## src/rtl/cfg_load_pkg.sv

```systemverilog
// Shared types and constants for the configuration load sequencer.
package cfg_load_pkg;
    localparam int WORD_W = 32;

    typedef enum logic [3:0] {
        ST_POR, ST_CLEAR, ST_SAMPLE, ST_SYNC, ST_IDCHK, ST_LOAD,
        ST_CRCCMD, ST_CRCVAL, ST_START, ST_DONE, ST_ERR
    } cfg_state_e;

    localparam logic [2:0]        MODE_FLASH_UP = 3'b010;
    localparam logic [2:0]        MODE_FLASH_DN = 3'b011;
    localparam logic [WORD_W-1:0] SYNC_PATTERN  = 32'hAA995566;
    localparam logic [WORD_W-1:0] CRC_CHECK_CMD = 32'h30008001;
endpackage

```

## src/rtl/cfg_crc32c.sv

```systemverilog
// Reflected CRC accumulator, one full word per enabled cycle.
// Assumes: clr_i and en_i are not needed in the same cycle (clear wins).
module cfg_crc32c #(
    parameter int           W    = 32,
    parameter logic [W-1:0] POLY = 32'h82F63B78
) (
    input  logic         clk,
    input  logic         rst_n,
    input  logic         clr_i,
    input  logic         en_i,
    input  logic [W-1:0] data_i,
    output logic [W-1:0] crc_o
);
    function automatic logic [W-1:0] fold(input logic [W-1:0] c, input logic [W-1:0] d);
        logic [W-1:0] r;
        r = c;
        for (int i = 0; i < W; i++) begin
            if (r[0] ^ d[i]) r = (r >> 1) ^ POLY;
            else             r = r >> 1;
        end
        return r;
    endfunction

    // Preset on clear, fold in one word when enabled.
    always_ff @(posedge clk) begin
        if (!rst_n || clr_i) crc_o <= '1;
        else if (en_i)       crc_o <= fold(crc_o, data_i);
    end

    assert_crc_hold_R4: assert property (@(posedge clk) disable iff (!rst_n)
        (!en_i && !clr_i) |=> $stable(crc_o));
endmodule

```

## src/rtl/cfg_word_align.sv

```systemverilog
// Models word alignment: after a slip event each word is seen shifted by
// one bit, with the previous word's top bit entering at bit 0.
// Assumes: clr_i starts a new sequence and restores alignment.
module cfg_word_align #(
    parameter int W = 32
) (
    input  logic         clk,
    input  logic         rst_n,
    input  logic         clr_i,
    input  logic         slip_i,
    input  logic         accept_i,
    input  logic [W-1:0] word_i,
    output logic [W-1:0] eff_o,
    output logic         mis_o
);
    logic msb_q;

    assign eff_o = mis_o ? {word_i[W-2:0], msb_q} : word_i;

    // Track the slip flag and the carry bit of the last accepted word.
    always_ff @(posedge clk) begin
        if (!rst_n) begin
            mis_o <= 1'b0;
            msb_q <= 1'b0;
        end else begin
            if (clr_i)       mis_o <= 1'b0;
            else if (slip_i) mis_o <= 1'b1;
            if (accept_i)    msb_q <= word_i[W-1];
        end
    end

    assert_slip_sticky_R8: assert property (@(posedge clk) disable iff (!rst_n)
        (mis_o && !clr_i) |=> mis_o);
endmodule

```

## src/rtl/cfg_flash_addr.sv

```systemverilog
// Flash read address counter, rising or falling by one per step, reports
// the step that wraps past the end of the range.
// Assumes: load_i selects the start point from down_i.
module cfg_flash_addr #(
    parameter int ADDR_W = 5
) (
    input  logic              clk,
    input  logic              rst_n,
    input  logic              load_i,
    input  logic              down_i,
    input  logic              step_i,
    output logic [ADDR_W-1:0] addr_o,
    output logic              wrap_o
);
    localparam logic [ADDR_W-1:0] TOP = '1;

    assign wrap_o = step_i && (down_i ? (addr_o == '0) : (addr_o == TOP));

    // Load the start point or move one place.
    always_ff @(posedge clk) begin
        if (!rst_n)      addr_o <= '0;
        else if (load_i) addr_o <= down_i ? TOP : '0;
        else if (step_i) addr_o <= down_i ? addr_o - 1'b1 : addr_o + 1'b1;
    end

    assert_addr_up_R9: assert property (@(posedge clk) disable iff (!rst_n)
        (step_i && !load_i && !down_i) |=> (addr_o == $past(addr_o) + 1'b1));
    assert_addr_down_R10: assert property (@(posedge clk) disable iff (!rst_n)
        (step_i && !load_i && down_i) |=> (addr_o == $past(addr_o) - 1'b1));
endmodule

```

## src/rtl/cfg_load_seq.sv

```systemverilog
// Configuration load sequencer: power-up, clear, mode sample, sync search,
// identifier check, payload with CRC, check command and value, startup.
// Assumes: one word per cycle at most; prog_n_i and rst_n are synchronous.
module cfg_load_seq
    import cfg_load_pkg::*;
#(
    parameter int                CLEAR_CYCLES = 8,
    parameter int                LOAD_WORDS   = 4,
    parameter int                ADDR_W       = 5,
    parameter logic [WORD_W-1:0] DEVICE_ID    = 32'h0A1B2C3D
) (
    input  logic              clk,
    input  logic              rst_n,
    input  logic              prog_n_i,
    input  logic [2:0]        mode_i,
    input  logic              jtag_active_i,
    input  logic              dbl_clk_i,
    input  logic              word_valid_i,
    input  logic [WORD_W-1:0] word_i,
    output logic              init_b_o,
    output logic              done_o,
    output logic              start_o,
    output logic              err_o,
    output logic              fallback_o,
    output logic [ADDR_W-1:0] flash_addr_o
);
    localparam int             CW       = $clog2(CLEAR_CYCLES + 1);
    localparam int             LW       = $clog2(LOAD_WORDS + 1);
    localparam logic [CW-1:0]  CLR_LAST = CW'(CLEAR_CYCLES - 1);
    localparam logic [LW-1:0]  LD_LAST  = LW'(LOAD_WORDS - 1);

    cfg_state_e        st_q, st_d;
    logic [CW-1:0]     clr_cnt;
    logic [LW-1:0]     ld_cnt;
    logic [2:0]        mode_q;
    logic              in_stream, accept, sampling, flash_q, down_sel;
    logic              wrap, mis;
    logic [WORD_W-1:0] eff, crc;

    assign in_stream = (st_q == ST_SYNC) || (st_q == ST_IDCHK) || (st_q == ST_LOAD)
                    || (st_q == ST_CRCCMD) || (st_q == ST_CRCVAL);
    assign accept    = word_valid_i && !jtag_active_i && in_stream;
    assign sampling  = (st_q == ST_SAMPLE);
    assign flash_q   = (mode_q == MODE_FLASH_UP) || (mode_q == MODE_FLASH_DN);
    assign down_sel  = sampling ? (mode_i == MODE_FLASH_DN) : (mode_q == MODE_FLASH_DN);

    cfg_word_align #(.W(WORD_W)) u_align (
        .clk(clk), .rst_n(rst_n), .clr_i(sampling), .slip_i(dbl_clk_i),
        .accept_i(accept), .word_i(word_i), .eff_o(eff), .mis_o(mis)
    );

    cfg_crc32c #(.W(WORD_W)) u_crc (
        .clk(clk), .rst_n(rst_n), .clr_i(sampling),
        .en_i(accept && (st_q == ST_LOAD)), .data_i(eff), .crc_o(crc)
    );

    cfg_flash_addr #(.ADDR_W(ADDR_W)) u_addr (
        .clk(clk), .rst_n(rst_n), .load_i(sampling), .down_i(down_sel),
        .step_i(accept && flash_q), .addr_o(flash_addr_o), .wrap_o(wrap)
    );

    // Stage sequencing; program request and address wrap restart everything.
    always_comb begin
        st_d = st_q;
        case (st_q)
            ST_POR:    st_d = ST_CLEAR;
            ST_CLEAR:  if (clr_cnt == CLR_LAST) st_d = ST_SAMPLE;
            ST_SAMPLE: st_d = ST_SYNC;
            ST_SYNC:   if (accept && eff == SYNC_PATTERN) st_d = ST_IDCHK;
            ST_IDCHK:  if (accept) st_d = (eff == DEVICE_ID) ? ST_LOAD : ST_ERR;
            ST_LOAD:   if (accept && ld_cnt == LD_LAST) st_d = ST_CRCCMD;
            ST_CRCCMD: if (accept && eff == CRC_CHECK_CMD) st_d = ST_CRCVAL;
            ST_CRCVAL: if (accept) st_d = (eff == crc) ? ST_START : ST_ERR;
            ST_START:  st_d = ST_DONE;
            default:   st_d = st_q;
        endcase
        if (wrap)      st_d = ST_POR;
        if (!prog_n_i) st_d = ST_POR;
    end

    // State, stage counters, mode latch and fallback pulse.
    always_ff @(posedge clk) begin
        if (!rst_n) begin
            st_q       <= ST_POR;
            clr_cnt    <= '0;
            ld_cnt     <= '0;
            mode_q     <= '0;
            fallback_o <= 1'b0;
        end else begin
            st_q       <= st_d;
            clr_cnt    <= (st_q == ST_CLEAR) ? clr_cnt + 1'b1 : '0;
            if (st_q != ST_LOAD)  ld_cnt <= '0;
            else if (accept)      ld_cnt <= ld_cnt + 1'b1;
            if (sampling)         mode_q <= mode_i;
            fallback_o <= wrap && prog_n_i;
        end
    end

    assign init_b_o = !((st_q == ST_POR) || (st_q == ST_CLEAR) || (st_q == ST_ERR));
    assign done_o   = (st_q == ST_DONE);
    assign start_o  = (st_q == ST_START);
    assign err_o    = (st_q == ST_ERR);

    assert_start_pulse_R4: assert property (@(posedge clk) disable iff (!rst_n)
        (start_o && prog_n_i) |=> (done_o && !start_o));
    assert_done_hold_R4: assert property (@(posedge clk) disable iff (!rst_n)
        (done_o && prog_n_i) |=> done_o);
    assert_err_sticky_R3: assert property (@(posedge clk) disable iff (!rst_n)
        (err_o && prog_n_i) |=> err_o);
    assert_prog_restart_R11: assert property (@(posedge clk) disable iff (!rst_n)
        !prog_n_i |=> (!init_b_o && !done_o && !err_o));
    assert_mode_frozen_R6: assert property (@(posedge clk) disable iff (!rst_n)
        (st_q != ST_SAMPLE) |=> $stable(mode_q));
    assert_jtag_block_R7: assert property (@(posedge clk) disable iff (!rst_n)
        (jtag_active_i && !sampling) |=> $stable(flash_addr_o));
    assert_fallback_restart_R9: assert property (@(posedge clk) disable iff (!rst_n)
        fallback_o |-> !init_b_o);
    assert_nonflash_still_R12: assert property (@(posedge clk) disable iff (!rst_n)
        (!flash_q && !sampling) |=> $stable(flash_addr_o));
    assert_misalign_no_done_R8: assert property (@(posedge clk) disable iff (!rst_n)
        (mis && st_q == ST_CRCCMD && !done_o) |=> !done_o);
endmodule

```

## config.mk

```make
export PLATFORM = sky130hd
export DESIGN_NAME = cfg_load_seq
export DESIGN_NICKNAME = d
export VERILOG_FILES = /design/src/rtl/cfg_load_pkg.sv /design/src/rtl/cfg_crc32c.sv /design/src/rtl/cfg_word_align.sv /design/src/rtl/cfg_flash_addr.sv /design/src/rtl/cfg_load_seq.sv
export SDC_FILE = /design/constraint.sdc
export NUM_CORES = 1
export LEC_CHECK = 0
export BUFFER_PORTS_ARGS = -buffer_cell sky130_fd_sc_hd__buf_4
export CAP_MARGIN = 15
export CORE_UTILIZATION = 57
export CTS_BUF_LIST = sky130_fd_sc_hd__clkbuf_4
export CTS_CLUSTER_DIAMETER = 80
export CTS_CLUSTER_SIZE = 24
export DETAILED_ROUTE_END_ITERATION = 12
export PLACE_DENSITY = 0.9
export SLEW_MARGIN = 0
export SYNTH_ARGS = -nofsm -noshare
export SYNTH_HDL_FRONTEND = slang
export SYNTH_HIERARCHICAL = 1
export SYNTH_SLANG_ARGS = --single-unit
```

## constraint.sdc

```tcl
create_clock -name clk -period 5.6 [get_ports clk]
set_input_delay 0.84 -clock clk [delete_from_list [all_inputs] [get_ports clk]]
set_output_delay 0.84 -clock clk [all_outputs]
set_load 0.05 [all_outputs]
```

[After elaboration in Yosys (flattened, before gate mapping)]
Cells that the tools add are included.
Storage, ports and cells
  flip-flop bits (word level): 54
  output and inout port bits: 10
Operators by class
  $add $sub $neg: 4
  muxes and demuxes: 110
  bitwise logic cells: 66
  reduce and logical (&&, ||, !) cells: 29
  eq/ne operators: 27
Operators by type and width (count)
  $mux W32: 95
  $not A16 Y17: 32
  $pmux W4 S9: 1
  $eq A32 B28 Y1 const B: 1
  $eq A32 B30 Y1 const B: 1
  $eq A32 B32 Y1: 1
  $eq A32 B32 Y1 const B: 1
  $xor A1 B1 Y1: 32
  $mux W4: 7
  $eq A4 B3 Y1 const B: 5
  $mux W5: 4
  $eq A3 B2 Y1 const B: 4
  $eq A4 B4 Y1 const B: 3
  $logic_and A1 B1 Y1: 9
  $reduce_bool A9 Y1: 1
  $eq A4 B2 Y1 const B: 2
  $logic_or A1 B1 Y1: 8
  $reduce_and A7 Y1: 1
  $ne A2 B1 Y1 const B: 3
  $ne A2 B2 Y1 const B: 3
  $add A5 B1 Y5 const B: 1
  $eq A5 B5 Y1 const B: 1
  $logic_not A5 Y1: 1
  $sub A5 B1 Y5 const B: 1
  13 further kinds: 18

[Longest topological paths before layout]
Gate-level depths: netlist of run 1.
  depth after elaboration: 131
  depth in mapped cells: 16

[By module]
The synthesis of run 1 kept the hierarchy.
Modules (own cells, without submodules)
  cfg_crc32c: cells an instance 446, area each 5253.8 um^2, times used 1, seq. area each 640.6 um^2
  cfg_load_seq: cells an instance 174, area each 1416.4 um^2, times used 1, seq. area each 300.3 um^2
  cfg_word_align: cells an instance 42, area each 608.1 um^2, times used 1, seq. area each 40.0 um^2
  cfg_flash_addr: cells an instance 45, area each 395.4 um^2, times used 1, seq. area each 100.1 um^2

[Worst setup path after synthesis of run 1]
No wires, ideal clock.
  path kind: input -> register
  start: input port word_i[2]
  end: register u_crc.crc_o[3]
  stages on the path: 13
  required time: 5.471 ns
  setup slack: -0.155 ns
  arrival time: 5.626 ns
  buffers on the path: 0
  path through: mux2_4 -> xnor2_2 -> xnor3_2 -> xnor3_2 -> xnor2_1 -> xnor3_1 -> xor3_2 -> xor3_2 -> xnor3_2 -> xnor3_2 -> xnor3_1 -> nor2_1 -> o21ai_1
Between the ends
  longest elaborated chain between the ends: 109
  elaborated cells between the ends (all ways): 146
RTL lines
  from (decl): RTL line cfg_load_seq.sv:19  | input logic [WORD_W-1:0] word_i,
  $mux W32 (*): RTL line cfg_word_align.sv:18  | assign eff_o = mis_o ? {word_i[W-2:0], msb_q} : word_i;
  $xor A1 B1 Y1: RTL line cfg_crc32c.sv:18  | if (r[0] ^ d[i]) r = (r >> 1) ^ POLY;
  $mux W32: RTL line cfg_crc32c.sv:18
  $mux W32: RTL line cfg_crc32c.sv:27  | else if (en_i) crc_o <= fold(crc_o, data_i);
  $mux W32: RTL line cfg_crc32c.sv:26  | if (!rst_n || clr_i) crc_o <= '1;
  $not A16 Y17 (no line) or $mux W32 (tied branches)
  $mux W32 (*): RTL line cfg_crc32c.sv:18
  $mux W32 (*): RTL line cfg_crc32c.sv:27
  [... 93 more ...]
  $mux W32 (*): RTL line cfg_crc32c.sv:27
  $mux W32 (*): RTL line cfg_crc32c.sv:26
  $not A16 Y17 (no line) or $xor A1 B1 Y1 (tied branches)
  $mux W32 (*): RTL line cfg_crc32c.sv:18
  $mux W32 (*): RTL line cfg_crc32c.sv:27
  $mux W32 (*): RTL line cfg_crc32c.sv:26
  $not A16 Y17 (no line)
  $mux W32 (*): RTL line cfg_crc32c.sv:18
  to (signal assigned): RTL line cfg_crc32c.sv:27
  to (decl): RTL line cfg_crc32c.sv:12  | output logic [W-1:0] crc_o
Mark *: on every way between the ends. The select of a mux whose other input is x is not followed.
A chain may end at the register's enable or synchronous reset.

[Final worst setup path of run 1]
  start: register u_align.mis_o
  end: register u_crc.crc_o[4]
Between the ends
  elaborated cells between the ends (all ways): 156
RTL lines
  from (decl): RTL line cfg_word_align.sv:14  | output logic mis_o
  from (signal assigned): RTL line cfg_word_align.sv:23  | mis_o <= 1'b0;
  from (signal assigned): RTL line cfg_word_align.sv:26  | if (clr_i) mis_o <= 1'b0;
  from (signal assigned): RTL line cfg_word_align.sv:27  | else if (slip_i) mis_o <= 1'b1;
  $mux W32 (*): RTL line cfg_word_align.sv:18
  via eff[10]: RTL line cfg_load_seq.sv:38  | logic [WORD_W-1:0] eff, crc;
  $xor A1 B1 Y1 (*): RTL line cfg_crc32c.sv:18
  $mux W32 (*): RTL line cfg_crc32c.sv:18
  $mux W32 (*): RTL line cfg_crc32c.sv:27
  $mux W32 (*): RTL line cfg_crc32c.sv:26
  $mux W32 (*): RTL line cfg_crc32c.sv:18
  $mux W32 (*): RTL line cfg_crc32c.sv:27
  [... 65 more ...]
  $mux W32 (*): RTL line cfg_crc32c.sv:27
  $mux W32 (*): RTL line cfg_crc32c.sv:26
  $not A16 Y17 (no line)
  $mux W32 (*): RTL line cfg_crc32c.sv:18
  $mux W32 (*): RTL line cfg_crc32c.sv:27
  $mux W32 (*): RTL line cfg_crc32c.sv:26
  $not A16 Y17 (no line)
  $mux W32 (*): RTL line cfg_crc32c.sv:18
Mark *: on every way through the listed nets, which the timed path passes. The select of a mux whose other input is x is not followed.

==> results by group, run 1 <==
Setup path
  • Worst Path Buf+Inv: 2
  • CP cell instances: mux2_4 > xnor2_1 > xnor3_2 > xnor3_2 > xor3_2 > buf_4 > xor2_2 > xor2_4 > xor3_2 > xnor3_2 > buf_4 > xor2_4 > xnor3_1 > nor2_1 > o21ai_1
  • Worst EP required: 5.84 ns
  • CP Data Arrival Time: 5.56 ns
  • Cell family with most CP delay: XOR/XNOR gates
  • CP Launch Type: flop
  • Slowest CP cell: xor3_2
  • Worst setup path class: flop to flop
  • Worst-case reg-to-reg path depth: 15
  • Worst Setup End Kind: flop
  • Critical path peak fanout: 12
  • WP depth: 15
  • Worst path most repeated cell: xnor3_2
  • Crit-path max cell delay: 0.58 ns

Final layout
  • Layout cells sized above 1: 27.14%
  • Filler cells: 929
  • Final core utilization: 67.69%
  • N_diodes: 0
  • Synth-to-layout area growth: 16.35%
  • Layout Nets: 888

Synthesis
  • Sequential-to-total area share from yosys stat: 14.09%
  • Synth Area in Compound Gates: 5.299%
  • Total number of yosys warnings: 6
  • Largest family of logic cells by synthesized area: XOR/XNOR gates
  • Number of library cell types mapped by synthesis: 65
  • Mean Syn Cell Area: 10.85 µm²
  • Yosys top cell area share: 21.46%
  • Cell taking the most area after synthesis: xnor2_1
  • Mux cell area share after synthesis: 7.158%
  • Simple-Gate Fraction of Synth Area: 11.20%
  • Post-Synth XOR/XNOR Area: 58.29%
  • Mapped Cells: 707
  • Number of synthesized flops with an enable pin: 0
  • Post-Syn Area: 0.007674 mm²
  • Seq cells post-synth: 54
  • Main synth FF type: dfxtp_1
  • Async set or reset register ratio after synthesis: 0%
  • Syn nets: 755
  • Synth top area cells: xnor2_1 21%, xnor3_1 21%, dfxtp_1 14%
  • Adder-Cell Fraction of Synth Area: 1.239%

Global route
  • Pin count of the biggest net entering global routing: 38
  • First-pass GRT wire length: 31,800 µm
  • GR peak layer: met2
  • Met3 Usage GRT: 4.700%
  • Number of global-route vias before repair: 5,801
  • Overall Global Routing Usage: 30.07%
  • Global routing usage on met1: 39.25%
  • Grt total ovfl: 0
  • Initial antenna violation count: 0
  • Grt met2 use: 50.51%

Route
  • WL per Instance: 20.28 µm
  • Initial drt markers: 530
  • Residual DRC: 0
  • Routed Antenna Nets: 0
  • WL final: 20,600 µm
  • TritonRoute pass-1 iters: 5
  • Vias: 5,840
  • Vias per cell: 5.748

Outcome
  • Status: finished clean

CTS
  • H-tree depth: 2
  • Clock Latency Late Sink: 0.38 ns
  • CTS Buf Count: 5
  • Post-CTS Hold Fix Bufs: 0
  • Longest Clk Path Bufs: 2
  • Sink Count: 54
  • Post-CTS setup buffer count: 0
  • CTS tree: built
  • Clock slew at reported path FFs: 0.14 ns
  • PostCTS Resize Cnt: 0
  • Clock root cell: clkbuf_4

Floorplan
  • # rows: 42
  • Die area: 0.01393 mm²
  • Num ports: 51
  • Core area: 0.01319 mm²
  • Die Y: 118.0 µm
  • DIE WIDTH: 118.0 µm
  • Starting Density: 58.18%

Hold path
  • Hold depth: 1
  • Worst Hold Class: flop to flop

STA
  • Maximum clock rate: 187.9 MHz
  • RSZ-0062 raised after global routing: false
  • Final worst-path cycle share: 95.02%
  • Slew @ Worst Pin: 1.047 ns
  • Post-layout minimum cycle time: 5.321 ns
  • Hold WS: 0.4610 ns
  • Final Max Slew Viols: 0
  • Endpoints failing hold: 0
  • Relative slew slack: 29.86%
  • Endpoints failing setup: 0
  • Fin Clk Skew: 0.004408 ns

Place
  • Post-DP HPWL: 17,130 µm
  • Final GP Congestion: 1.004
  • IO Port Bufs: 50

Run
  • Max-Cap Viols: 0
-- worst paths after layout --
kind         slack, ns              to           from
max               0.28  u_crc/crc_o[4]  u_align/mis_o
min               0.46      clr_cnt[0]     clr_cnt[0]
max reg2reg       0.28  u_crc/crc_o[4]  u_align/mis_o
min reg2reg       0.46      clr_cnt[0]     clr_cnt[0]
-- flip-flops by register name, summed over array words and instances, names as in the netlist --
| name | cells |
|---|---|
| clr_cnt | 4 |
| fallback_o | 1 |
| ld_cnt | 3 |
| u_align/mis_o | 1 |
| u_crc/crc_o | 32 |
| st_q | 4 |
| u_addr/addr_o | 5 |
| u_align/msb_q | 1 |
| mode_q | 3 |
-- metrics by stage --
stage               area (µm²)  TNS [ns]  cells  setup WS [ns]
global route              8929         0   1016        0.09238
detailed placement        8855   -0.8751   1009       -0.09479
floorplan                 7700         0    707        0.04920
CTS                       8926         0   1016         0.2220
finish                    8929         0   1016         0.2787
global placement          8855         0   1009        0.08195
-- cells in the mapped netlist, types with 4 or more instances --
cell type	instances
nor2_1	63
dfxtp_1	54
xnor3_1	72
xor2_1	47
nor4_1	5
nor4b_1	4
ha_1	6
nand2_1	27
clkbuf_1	7
xnor2_2	11
buf_6	4
a211oi_1	4
mux2i_1	8
o211ai_1	6
a21oi_1	8
xnor3_2	8
a21o_1	5
nand3_1	12
o21ai_0	21
xnor2_1	188
nor3_1	12
nor2b_1	9
xor3_1	8
o21ai_1	10
nand2b_1	4
mux2_4	29
inv_1	5
nand4_1	11
-- cells by family (layout without fill, tap and decap cells) --
family                     Yosys count  in the layout
xor gates and xnor gates           344            344
and+or+nand+nor                    169            169
AOI/OAI and AO/OA                   65             65
DFF                                 54             54
muxes                               40             40
buffers and inverters               28            161
adders and majority gates            7              7
-- final cells by class --
| type | instances | area [µm²] | area share [%] |
|---|---|---|---|
| multi-input cells | 625 | 6424 | 71.95 |
| repair buffers | 146 | 1096 | 12.28 |
| flip-flops and latches | 54 | 1085 | 12.15 |
| well taps | 176 | 220.2 | 2.466 |
| clock buffers | 5 | 37.54 | 0.4204 |
| clock inverters | 2 | 33.78 | 0.3784 |
| inverters | 8 | 32.53 | 0.3643 |
-- metal layers --
| layer | up-vias | wire [µm] | share of wire, % |
|---|---|---|---|
| met3 | 58 | 1760 | 8.5 |
| met5 | - | 0 | 0 |
| li1 | 2701 | - | - |
| met2 | 278 | 10010 | 49 |
| met1 | 2803 | 8126 | 39 |
| met4 | 0 | 708 | 3.4 |
-- layout by cell type, fill, tap and decap left out, types with 5 or more instances in the layout --
cell | synthesis | routed
a21o_1 | 5 | 5
xnor3_1 | 72 | 72
dfxtp_1 | 54 | 53
xor2_1 | 47 | 47
a21oi_1 | 8 | 8
xnor3_2 | 8 | 8
o21ai_0 | 21 | 21
nor3_1 | 12 | 11
buf_4 | 3 | 146
inv_1 | 5 | 5
nand2_1 | 27 | 27
nand3_1 | 12 | 12
clkbuf_4 | 0 | 5
mux2_4 | 29 | 29
xor3_1 | 8 | 8
nor2_1 | 63 | 63
nor2b_1 | 9 | 8
mux2i_1 | 8 | 8
ha_1 | 6 | 6
xnor2_1 | 188 | 186
o211ai_1 | 6 | 6
nand4_1 | 11 | 11
o21ai_1 | 10 | 10
xnor2_2 | 11 | 12
Power of run 1 is left out: the tool's default activity adds up to more than one toggle a clock period on the data nets, which glitch-free logic cannot reach.
==> run 2, diff against run 1 <==
--- a/config.mk
+++ b/config.mk
@@ -7,6 +7,7 @@
 export LEC_CHECK = 0
 export BUFFER_PORTS_ARGS = -buffer_cell sky130_fd_sc_hd__buf_4
 export CAP_MARGIN = 15
+export CORE_ASPECT_RATIO = 0.6
 export CORE_UTILIZATION = 57
 export CTS_BUF_LIST = sky130_fd_sc_hd__clkbuf_4
 export CTS_CLUSTER_DIAMETER = 80
==> run 2 against run 1 <==
Compared with the run above:
- register-to-register slack got worse by 0.05 ns
- clock-buffer cell count did not move
- routed wire length up 11%
- first-iteration DRC count is 26% higher
- largest cell class unchanged
- worst setup slack worse by 0.048 ns
==> results by group, run 2 (same netlist as run 1, synthesis figures left out) <==
Outcome
  • Status: finished clean (unchanged)

Place
  • IO Port Bufs: 50 (unchanged)
  • Post-DP Area: 0.008910 mm² (was 0.008855 mm²)
  • Final GP Congestion: 1.026 (was 1.004)
  • Post-DP HPWL: 19,030 µm (was 17,130 µm)

CTS
  • H-tree depth: 2 (unchanged)
  • CTS Buf Count: 5 (unchanged)
  • Longest Clk Path Bufs: 2 (unchanged)
  • Post-CTS setup buffer count: 0 (unchanged)
  • CTS tree: built (unchanged)
  • Clock slew at reported path FFs: 0.16 ns (was 0.14 ns)
  • PostCTS Resize Cnt: 0 (unchanged)
  • Clock Latency Late Sink: 0.40 ns (was 0.38 ns)
  • Clock root cell: clkbuf_4 (unchanged)
  • Post-CTS Hold Fix Bufs: 0 (unchanged)
  • Sink Count: 54 (unchanged)

STA
  • Fin Clk Skew: 0.03429 ns (was 0.004408 ns)
  • Slew @ Worst Pin: 0.8981 ns (was 1.047 ns)
  • Maximum clock rate: 186.2 MHz (was 187.9 MHz)
  • Final TNS setup: 0 ns (unchanged)
  • Final Max Slew Viols: 0 (unchanged)
  • Post-layout minimum cycle time: 5.369 ns (was 5.321 ns)
  • Endpoints failing setup: 0 (unchanged)
  • Hold WS: 0.4738 ns (was 0.4610 ns)
  • Endpoints failing hold: 0 (unchanged)
  • RSZ-0062 raised after global routing: false (unchanged)
  • Relative slew slack: 39.72% (was 29.86%)
  • Final worst-path cycle share: 95.88% (was 95.02%)

Final layout
  • Largest register FFs: 32 (unchanged)
  • N_diodes: 0 (unchanged)
  • Commonest non-fill, non-tap cell in the layout: xnor2_1 (unchanged)
  • Top reg by flops: u_crc/crc_o (unchanged)
  • Biggest regs: u_crc/crc_o (32), u_addr/addr_o (5) (unchanged)
  • Layout Nets: 896 (was 888)
  • Post-route cell area: 0.009002 mm² (was 0.008929 mm²)
  • Layout cells sized above 1: 27.92% (was 27.14%)
  • Filler cells: 953 (was 929)
  • Synth-to-layout area growth: 17.32% (was 16.35%)
  • Leading cell types in the layout, fill and taps excluded: 186 x xnor2_1, 152 x buf_4, 72 x xnor3_1 (was 186 x xnor2_1, 146 x buf_4, 72 x xnor3_1)
  • Final core utilization: 69.40% (was 67.69%)

Floorplan
  • Starting Density: 59.15% (was 58.18%)
  • Die Y: 91.88 µm (was 118.0 µm)
  • Num ports: 51 (unchanged)
  • DIE WIDTH: 151.8 µm (was 118.0 µm)
  • # rows: 32 (was 42)
  • Core area: 0.01297 mm² (was 0.01319 mm²)
  • Die area: 0.01395 mm² (was 0.01393 mm²)

Global route
  • Grt met2 use: 46.21% (was 50.51%)
  • Met3 Usage GRT: 11.14% (was 4.700%)
  • Initial antenna violation count: 0 (unchanged)
  • GR peak layer: met1 (was met2)
  • Number of global-route vias before repair: 5,836 (was 5,801)
  • Global routing usage on met1: 52.79% (was 39.25%)
  • First-pass GRT wire length: 34,230 µm (was 31,800 µm)
  • Grt total ovfl: 0 (unchanged)
  • Overall Global Routing Usage: 33.94% (was 30.07%)
  • Pin count of the biggest net entering global routing: 38 (unchanged)

Setup path
  • Worst Path Buf+Inv: 5 (was 2)
  • Worst path most repeated cell: xnor3_1 (was xnor3_2)
  • Worst r2r src: u_align/mis_o (unchanged)
  • Worst-case reg-to-reg path depth: 18 (was 15)
  • Reg2reg end: u_crc/crc_o[10] (was u_crc/crc_o[4])
  • Worst Setup End Kind: flop (unchanged)
  • Crit-path max cell delay: 0.54 ns (was 0.58 ns)
  • Critical path peak fanout: 15 (was 12)
  • CP Data Arrival Time: 5.68 ns (was 5.56 ns)
  • Slowest CP cell: dfxtp_4 (was xor3_2)
  • CP Launch Type: flop (unchanged)
  • R2R setup slack: 0.23 ns (was 0.28 ns)
  • Worst EP required: 5.91 ns (was 5.84 ns)
  • Worst setup path class: flop to flop (unchanged)
  • Setup crit start: u_align/mis_o (unchanged)
  • Cell family with most CP delay: XOR/XNOR gates (unchanged)
  • CP cell instances: buf_4 > mux2_4 > xnor2_1 > buf_4 > xnor3_1 > xnor3_1 > xnor2_2 > xnor3_1 > xor2_1 > buf_4 > xnor3_1 > buf_4 > xnor3_1 > buf_4 > xnor3_1 > xnor2_1 > nor2_1 > o21ai_0 (was mux2_4 > xnor2_1 > xnor3_2 > xnor3_2 > xor3_2 > buf_4 > xor2_2 > xor2_4 > xor3_2 > xnor3_2 > buf_4 > xor2_4 > xnor3_1 > nor2_1 > o21ai_1)

Hold path
  • Min-delay src: clr_cnt[0] (unchanged)
  • Worst Hold Class: flop to flop (unchanged)
  • Hold path endpoint: clr_cnt[0] (unchanged)
  • Hold depth: 1 (unchanged)

Route
  • Vias per cell: 5.865 (was 5.748)
  • Vias: 5,976 (was 5,840)
  • WL per Instance: 22.42 µm (was 20.28 µm)
  • WL final: 22,840 µm (was 20,600 µm)
  • Initial drt markers: 669 (was 530)
  • TritonRoute pass-1 iters: 5 (unchanged)
  • Routed Antenna Nets: 0 (unchanged)
  • Residual DRC: 0 (unchanged)

Run
  • Max-Cap Viols: 0 (unchanged)
[run 2: final cells by class]
class                      instances  area, µm²  share of cell area [%]
multi-input combinational        625       6421                   71.33
timing repair buffer             154       1166                   12.95
sequential                        54       1085                   12.05
clock buffer                       5      37.54                  0.4170
tap                              170      212.7                   2.363
inverter                           8      32.53                  0.3614
clock inverter                     3      47.55                  0.5281
[run 2: worst max-delay path by stage]
stage	cells past startpoint	slack, ns	end
2_1_floorplan	13	0.05	u_crc/crc_o[3]
3_3_place_gp	17	0.08	u_crc/crc_o[1]
3_5_place_dp	15	-0.15	u_crc/crc_o[22]
4_1_cts	14	0.14	u_crc/crc_o[22]
5_1_grt	16	0.04	u_crc/crc_o[0]
6_report	18	0.23	u_crc/crc_o[10]
[run 2: worst reg2reg max path: stages (launching register included)]
cell and delay, ns:
dfxtp_4 0.54, buf_4 0.27, mux2_4 0.37, xnor2_1 0.41, buf_4 0.23, xnor3_1 0.29, xnor3_1 0.27, xnor2_2 0.20
xnor3_1 0.48, xor2_1 0.26, buf_4 0.20, xnor3_1 0.26, buf_4 0.16, xnor3_1 0.35, buf_4 0.17, xnor3_1 0.40
xnor2_1 0.22, nor2_1 0.08, o21ai_0 0.16
[run 2: metrics by stage]
stage	setup slack, ns	cells
after global routing	0.03917	1019
after floorplan	0.04920	707
final	0.2308	1019
after CTS	0.1371	1018
after global placement	0.08076	1010
after detailed placement	-0.1457	1010
[run 2: routing by layer]
layer | up-vias | routed length (µm)
met5 | - | 0
met4 | 0 | 95
met3 | 10 | 3105
met2 | 334 | 9168
met1 | 2918 | 10470
li1 | 2714 | -
Power of run 2 is left out for the same reason.
